[config.mk]
export PLATFORM = sky130hd
export DESIGN_NAME = nand_rs_ecc
export DESIGN_NICKNAME = d
export VERILOG_FILES = /design/src/rtl/nand_rs_ecc.sv
export SDC_FILE = /design/constraint.sdc
export NUM_CORES = 1
export LEC_CHECK = 0
export ABC_CLOCK_PERIOD_IN_PS = 3100
export CAP_MARGIN = 20
export CORE_MARGIN = 2
export CORE_UTILIZATION = 40
export CTS_CLUSTER_SIZE = 28
export DETAILED_ROUTE_END_ITERATION = 12
export DONT_BUFFER_PORTS = 1
export GPL_TIMING_DRIVEN = 0
export PLACE_DENSITY = 0.63
export SLEW_MARGIN = 10
export SYNTH_ARGS = -nofsm -noshare
export SYNTH_HDL_FRONTEND = slang
export SYNTH_SLANG_ARGS = --single-unit
[constraint.sdc]
create_clock -name clk -period 3.1 [get_ports clk]
set_input_delay 0.465 -clock clk [delete_from_list [all_inputs] [get_ports clk]]
set_output_delay 0.465 -clock clk [all_outputs]
set_load 0.01 [all_outputs]
[src/rtl/nand_rs_ecc.sv]
module nand_rs_ecc #(
  parameter int PAGE_BYTES = 512
) (
  input  logic        clk,
  input  logic        rst_n,
  input  logic        reg_wr,
  input  logic [4:0]  reg_addr,
  input  logic [7:0]  reg_wdata,
  output logic [15:0] reg_rdata,
  input  logic        fl_valid,
  input  logic [7:0]  fl_data
);
  localparam int SW        = 10;
  localparam int SYMS      = 6;
  localparam int PAR_BYTES = 8;
  localparam int TOTAL     = PAGE_BYTES + PAR_BYTES;
  localparam int CW        = $clog2(TOTAL + 1);

  function automatic logic [SW-1:0] gf_mul(input logic [SW-1:0] a, input logic [SW-1:0] b);
    logic [SW-1:0] p, t;
    p = '0;
    t = a;
    for (int k = 0; k < SW; k++) begin
      if (b[k]) p = p ^ t;
      t = t[SW-1] ? ({t[SW-2:0], 1'b0} ^ 10'h009) : {t[SW-2:0], 1'b0};
    end
    return p;
  endfunction

  function automatic logic [SYMS-1:0][SW-1:0] gen_poly();
    logic [SYMS:0][SW-1:0] g;
    logic [SW-1:0] root;
    g = '0;
    g[0] = 10'd1;
    root = 10'd1;
    for (int i = 0; i < SYMS; i++) begin
      for (int j = SYMS; j > 0; j--) g[j] = g[j-1] ^ gf_mul(g[j], root);
      g[0] = gf_mul(g[0], root);
      root = gf_mul(root, 10'd2);
    end
    return g[SYMS-1:0];
  endfunction

  localparam logic [SYMS-1:0][SW-1:0] GEN = gen_poly();

  logic                      gen_q, feed_q;
  logic [CW-1:0]             cnt;
  logic [SYMS-1:0][SW-1:0]   par_q, par_d;
  logic [63:0]               cap_q;

  wire           ctrl_wr = reg_wr && (reg_addr == 5'd0);
  wire [CW-1:0]  lim     = gen_q ? CW'(PAGE_BYTES) : CW'(TOTAL);
  wire           take    = fl_valid && feed_q && (cnt < lim) && !ctrl_wr;
  wire           in_data = cnt < CW'(PAGE_BYTES);
  wire [2:0]     pidx    = 3'(cnt - CW'(PAGE_BYTES));
  wire [SW-1:0]  fb      = {2'b00, ~fl_data} ^ par_q[SYMS-1];
  wire           unused_wbits = ^reg_wdata[4:0];

  for (genvar i = 0; i < SYMS; i++) begin : g_tap
    if (i == 0) begin : g_low
      assign par_d[i] = gf_mul(fb, GEN[i]);
    end else begin : g_mid
      assign par_d[i] = par_q[i-1] ^ gf_mul(fb, GEN[i]);
    end
  end

  always_ff @(posedge clk or negedge rst_n) begin
    if (!rst_n) begin
      gen_q  <= 1'b0;
      feed_q <= 1'b0;
      cnt    <= '0;
      par_q  <= '0;
      cap_q  <= '0;
    end else if (ctrl_wr) begin
      gen_q  <= reg_wdata[6];
      feed_q <= reg_wdata[5];
      if (reg_wdata[7]) begin
        cnt   <= '0;
        par_q <= '0;
        cap_q <= '0;
      end
    end else if (take) begin
      cnt <= cnt + CW'(1);
      if (in_data) par_q <= par_d;
      else cap_q[{pidx, 3'b000} +: 8] <= ~fl_data;
    end
  end

  wire [63:0] pk_par = {4'h0, par_q[0], par_q[1], par_q[2], par_q[3], par_q[4], par_q[5]};
  wire [63:0] pk_rem = pk_par ^ cap_q;
  wire        done   = !gen_q && (cnt == CW'(TOTAL));
  wire        err    = done && (|pk_rem[59:0]);
  wire [2:0]  bsel   = reg_addr[2:0];
  wire [7:0]  rem_b  = pk_rem[{bsel, 3'b000} +: 8];

  logic [7:0] rev_b;
  always_comb
    for (int k = 0; k < 8; k++) rev_b[k] = rem_b[7-k];

  always_comb begin
    reg_rdata = '0;
    case (reg_addr[4:3])
      2'b00: begin
        if (reg_addr[2:0] == 3'd0) reg_rdata[7:0] = {1'b0, gen_q, feed_q, 5'b0};
        else if (reg_addr[2:0] == 3'd1) reg_rdata[7:0] = {err, 7'b0};
      end
      2'b01: reg_rdata[7:0] = ~pk_par[{bsel, 3'b000} +: 8];
      2'b10: reg_rdata[7:0] = rev_b;
      default: reg_rdata = '0;
    endcase
  end

  AST_CLEAR_ZEROES: assert property (@(posedge clk) disable iff (!rst_n)
    ctrl_wr && reg_wdata[7] |=> cnt == '0 && par_q == '0 && cap_q == '0);
  AST_HOLD_NOFEED: assert property (@(posedge clk) disable iff (!rst_n)
    !ctrl_wr && !(fl_valid && feed_q) |=> $stable(par_q) && $stable(cnt) && $stable(cap_q));
  AST_GEN_LIMIT: assert property (@(posedge clk) disable iff (!rst_n)
    !ctrl_wr && gen_q && cnt >= CW'(PAGE_BYTES) |=> $stable(par_q) && $stable(cnt));
  AST_READ_STOP: assert property (@(posedge clk) disable iff (!rst_n)
    !ctrl_wr && cnt == CW'(TOTAL) |=> $stable(par_q) && $stable(cap_q) && cnt == CW'(TOTAL));
  AST_CNT_RANGE: assert property (@(posedge clk) disable iff (!rst_n)
    cnt <= CW'(TOTAL));
  AST_ERR_DONE: assert property (@(posedge clk) disable iff (!rst_n)
    err |-> !gen_q && cnt == CW'(TOTAL));
endmodule

Yosys cells after proc, flatten, opt, wreduce, memory -nomap -nowiden

Index checks and enable logic that the tools add are counted.

Output and inout bits: 16
Bits in registers: 136

Eq/ne operators: 6
Bitwise logic cells: 38
Add/sub/neg operators: 3
Muxes and demuxes: 25
Reductions and logical operators: 17
Order comparisons: 2
Shifts and indexed selects: 4

Operators with widths:

| cell                                                                   | count |
|---|---|
| 64-bit two-way mux                                                     | 4 |
| 10-bit bitwise XOR                                                     | 25 |
| 60-bit two-way mux                                                     | 4 |
| 64-bit by 7-bit variable part select with 8-bit output                 | 2 |
| 64-bit bitwise mux                                                     | 1 |
| 8-bit by 8-bit variable shift with 64-bit output, first input constant | 1 |
| 8-bit by 8-bit variable part select with 64-bit output                 | 1 |
| 60-bit by 64-bit bitwise XOR with 64-bit output                        | 1 |
| 60-bit OR reduction                                                    | 1 |
| 4-bit two-way mux                                                      | 10 |
| 10-bit two-way mux                                                     | 3 |
| 8-bit case mux with 3 select lines                                     | 1 |
| 2-bit NOT                                                              | 9 |
| 8-bit two-way mux                                                      | 2 |
| 8-bit NOT                                                              | 2 |
| 10-bit by 1-bit adder with 10-bit output, second input constant        | 1 |
| 10-bit equality test, second input constant                            | 1 |
| 10-bit < comparator                                                    | 1 |
| 10-bit < comparator, second input constant                             | 1 |
| 8-bit by 10-bit bitwise XOR with 10-bit output                         | 1 |
| 6-bit negator with 8-bit output                                        | 1 |
| 1-bit logical AND                                                      | 6 |
| 3-bit AND reduction                                                    | 2 |
| 5-bit zero test                                                        | 1 |
| 10 further kinds                                                       | 13 |

Longest topological paths before layout

Depth after elaboration: 25
Depth in mapped cells: 10

Worst setup path after synthesis

No wires, ideal clock.

Kind: reg2reg
Start: register cnt[0]
End: register cap_q[55]
Stages on the path, launching flop included: 10
Period minus slack after synthesis: 2.743 ns
Setup slack: 0.357 ns
Path buffers: 1
Data arrival time: 2.622 ns
Required time: 2.979 ns
Path through: dfrtp_1 > clkbuf_1 > inv_1 > ha_1 > ha_1 > nand2b_1 > nor4_1 > nand2_1 > a21o_1 > a22o_1

Longest elaborated chain between the ends: 7
Elaborated cells on any way between the ends: 15
Classes of those cells: 2 x add/sub; 2 x order compare; 1 x eq/ne; 2 x shift; 4 x mux; 4 x reduce/logical

Ends and longest elaborated chain:

| element                                                                                                                           | line | RTL |
|---|---|---|
| start, declared                                                                                                                   | 47   | `logic [CW-1:0] cnt;` |
| start signal, assigned                                                                                                            | 83   | `cnt <= cnt + CW'(1);` |
| 3-bit by 1-bit subtractor with 3-bit output                                                                                       | 55   | `wire [2:0] pidx = 3'(cnt - CW'(PAGE_BYTES));` |
| 6-bit negator with 8-bit output                                                                                                   | 85   | `else cap_q[{pidx, 3'b000} +: 8] <= ~fl_data;` |
| 8-bit by 8-bit variable part select with 64-bit output / 8-bit by 8-bit variable shift with 64-bit output (equally long branches) | 85   |  |
| 64-bit bitwise mux                                                                                                                | 85   |  |
| 64-bit two-way mux                                                                                                                | 84   | `if (in_data) par_q <= par_d;` |
| 64-bit two-way mux                                                                                                                | 82   | `end else if (take) begin` |
| 64-bit two-way mux                                                                                                                | 74   | `end else if (ctrl_wr) begin` |
| end signal, assigned by index                                                                                                     | 85   |  |
| end, declared                                                                                                                     | 49   | `logic [63:0] cap_q;` |

Parallel ways exist; a longest one is shown, timed or not. The select of a mux whose other input is x is not followed.
A chain may end at the register's enable or synchronous reset.

Worst setup path in the final report

Start: register par_q[54] in the netlist's numbering
End: output port reg_rdata[7]

Longest elaborated chain between the ends: 6

Ends and longest elaborated chain:

| element                                         | line | RTL |
|---|---|---|
| start, declared                                 | 48   | `logic [SYMS-1:0][SW-1:0] par_q, par_d;` |
| start signal, assigned                          | 84   |  |
| 60-bit by 64-bit bitwise XOR with 64-bit output | 90   | `wire [63:0] pk_rem = pk_par ^ cap_q;` |
| 60-bit OR reduction                             | 92   | `wire err = done && (\|pk_rem[59:0]);` |
| 1-bit logical AND                               | 92   |  |
| 8-bit two-way mux                               | 105  | `else if (reg_addr[2:0] == 3'd1) reg_rdata[7:0] = {err, 7'b0};` |
| 8-bit two-way mux                               | 104  | `if (reg_addr[2:0] == 3'd0) reg_rdata[7:0] = {1'b0, gen_q, feed_q, 5'b0};` |
| 8-bit case mux with 3 select lines              | 102  | `case (reg_addr[4:3])` |
| end, declared                                   | 9    | `output logic [15:0] reg_rdata,` |

No other way between the ends.

==> qor.txt <==
Failing checks = hold timing
ANT cells = 0
Final Util = 45.81%
H-tree Lvls = 4
Syn Inst Count = 783
Initial drt markers = 695
Final setup skew = 0.009277 ns
Global Route Usage Sum = 25.99%
Core area = 21220 um2
Port bufs = 0
Placed insts = 1068
Most common cell after layout, fill and taps aside = dfrtp_1
Most frequent cells in the layout = dfrtp_1, xor2_1, xnor2_1
CTS Buffer Depth = 2
Seq cells post-synth = 136
Origin of the critical flop-to-flop path = cnt[0]
Dominant cell type by area after synthesis = dfrtp_1
Slew @ Worst Pin = 0.9133 ns
Dpl hpwl = 21050 um
Drt first pass iters = 5
Vias = 6672
Unique masters post-synth = 56
Status = complete, but fails checks
Critical path peak fanout = 4
Tcrit/Tclk final = 98.35%
Final Slew Violations = 0
Startpoint type of the worst setup path = flop
Period minus WS final = 3.049 ns
Vias in the first global route = 6820
Maximum VDD drop = 863.9 uV
I/O pins = 41
First-pass GRT wire length = 42460 um
Synth top area share = 39.07%
Crit path largest cell delay = 0.58 ns
Mapped Area = 8711 um2
R2R Setup Slk = 0.08 ns
PwrDens = 1346 nW/um2
CP max-delay cell = dfrtp_1
Post-Syn Area per Cell = 11.12 um2
Rows = 53
Number of synthesized flops with an enable pin = 0
Ys async rst share = 100.0%
Total gr overflow = 0
Clk pin slew, worst setup/hold paths = 0.07 ns
Worst Setup SP = par_q[54]
Worst path cell trace = xor2_1, nor4_2, nand4_1, or4_1, a211o_1
Post-route ant nets = 0
CP endpoint kind = output pin
Main synth FF type = dfrtp_1
Synth top area cells = dfrtp_1, xor2_1, xnor2_1, mux4_2, a22o_1
Max Clock Freq = 328.0 MHz
Sequential cell area fraction in the yosys report = 39.07%
RSZ-0062 raised after global routing = yes
Hold Worst Slack = -0.2817 ns
Total Nets Final = 840
Clock Sinks = 136
Root Buffer = clkbuf_16
Hold/Removal Path Class = primary input to asynchronous set/reset pin
Leak = 0.004388 uW
WS Path Type = flop to output pin
DR WL/cell = 25.89 um
Required time worst endpoint = 2.63 ns
Layout fillers = 1976
P&R area growth vs syn = 11.61%
Die area = 22970 um2
DRT Wirelength = 28480 um
Initial Util = 41.05%
Worst setup endpoint = reg_rdata[7]
Synth warnings = 0
TritonCTS Buffers = 17
Setup violations, final = 0
RR Endpoint = cap_q[14]
Clk Latency, worst-skew pair = 0.43 ns
TritonCTS clock tree = done
Rel. slew slack = 39.12%
Final Hold Fails = 136
Die X = 151.6 um
Post-DR vias/cell = 6.065
Finished Layout Cells = 1100
Worst-case reg-to-reg path depth = 10
RD Place Congestion = 0.9648
Initial antenna violation count = 0
Layout cells sized above 1 = 13.82%
Crit path DAT = 2.58 ns
Die height = 151.6 um
MaxCap Viol Count = 0
DRC violations left = 0
Largest net degree at the start of global routing = 137
Setup TNS = 0 ns
final cells by class:
cell class	instances	area [um2]	share of cell area (%)
sequential	136	3403	35.01
timing repair buffer	3	22.52	0.2317
buffer	51	242.7	2.497
tap	275	344.1	3.539
clock inverter	12	126.4	1.300
multi-input combinational	596	5110	52.56
inverter	7	26.28	0.2703
clock buffer	20	446.7	4.595
synth_stat cells, types with 5 or more instances:
library cell and number:
nand2b_1 5, a21oi_1 5, buf_2 9, o21ai_1 58, xor2_1 93, nor2_1 36
dfrtp_1 136, mux2_2 9, clkbuf_1 25, nand3_1 70, mux4_2 28, a21o_1 9
xnor2_1 85, nor4_1 19, nand4_1 5, mux2i_1 8, a22o_1 66, nand2_1 21
xnor3_1 12, buf_1 7, buf_4 10
power breakdown:
| part | switching (uW) | internal, uW |
|---|---|---|
| Sequential | 915 | 2350 |
| Clock | 812 | 1200 |
| Combinational | 4050 | 3770 |
stage by stage:
step | cell area, um2 | power [uW] | setup slack [ns]
detailed placement | 9123 | 10870 | -0.1068
finish | 9722 | 13090 | 0.05101
global route | 9722 | 13720 | -0.1204
CTS | 9702 | 12930 | 0.01919
floorplan | 8737 | 8910 | 0.3574
global placement | 9081 | 10780 | -0.4559
state kept, by name, indices dropped and copies added (netlist names):
signal  count
cap_q      64
feed_q      1
cnt        10
par_q      60
gen_q       1
layer usage:
metal  global-route usage, %  up-vias  part of all wire (%)
met4                   9.491        0                   3.0
met5                       0        -                     0
li1                        -     2886                     -
met1                   34.81     3379                    41
met2                   40.11      350                    46
met3                   7.695       57                    10
what timing repair did:
action	in CTS	in global routing
hold endpoints to repair	136	136
gates resized for setup	2	5
buffers inserted	0	0
setup endpoints to repair	10	37
worst max-delay path, delay by kind of cell, from the launching register on:
kind | cells | cell delay, ns
xor+xnor | 1 | 0.22
flops | 1 | 0.58
simple gates | 3 | 1.01
compound gates | 1 | 0.35
worst min path at each step:
stage | to | slack (ns) | start
after global routing | cnt[3] | -0.30 | rst_n
after CTS | cnt[3] | -0.29 | rst_n
after global placement | cnt[5] | 0.17 | rst_n
after floorplan | cap_q[0] | 0.17 | rst_n
after detailed placement | cnt[3] | 0.17 | rst_n
final | cnt[3] | -0.28 | rst_n
kinds of logic (layout without fill, tap and decap cells):
group           Yosys count  in the layout  synth area share [%]
compound gates          160            160                 13.06
xor+xnor                206            206                 25.04
fa+ha+maj                 3              3                0.4310
buf+inv                  58             93                 3.059
flops                   136            136                 39.07
mux                      45             45                 9.322
other cells               1              8               0.04305
simple gates            174            174                 9.983
No activity file was read; power rests on OpenSTA's default activity.
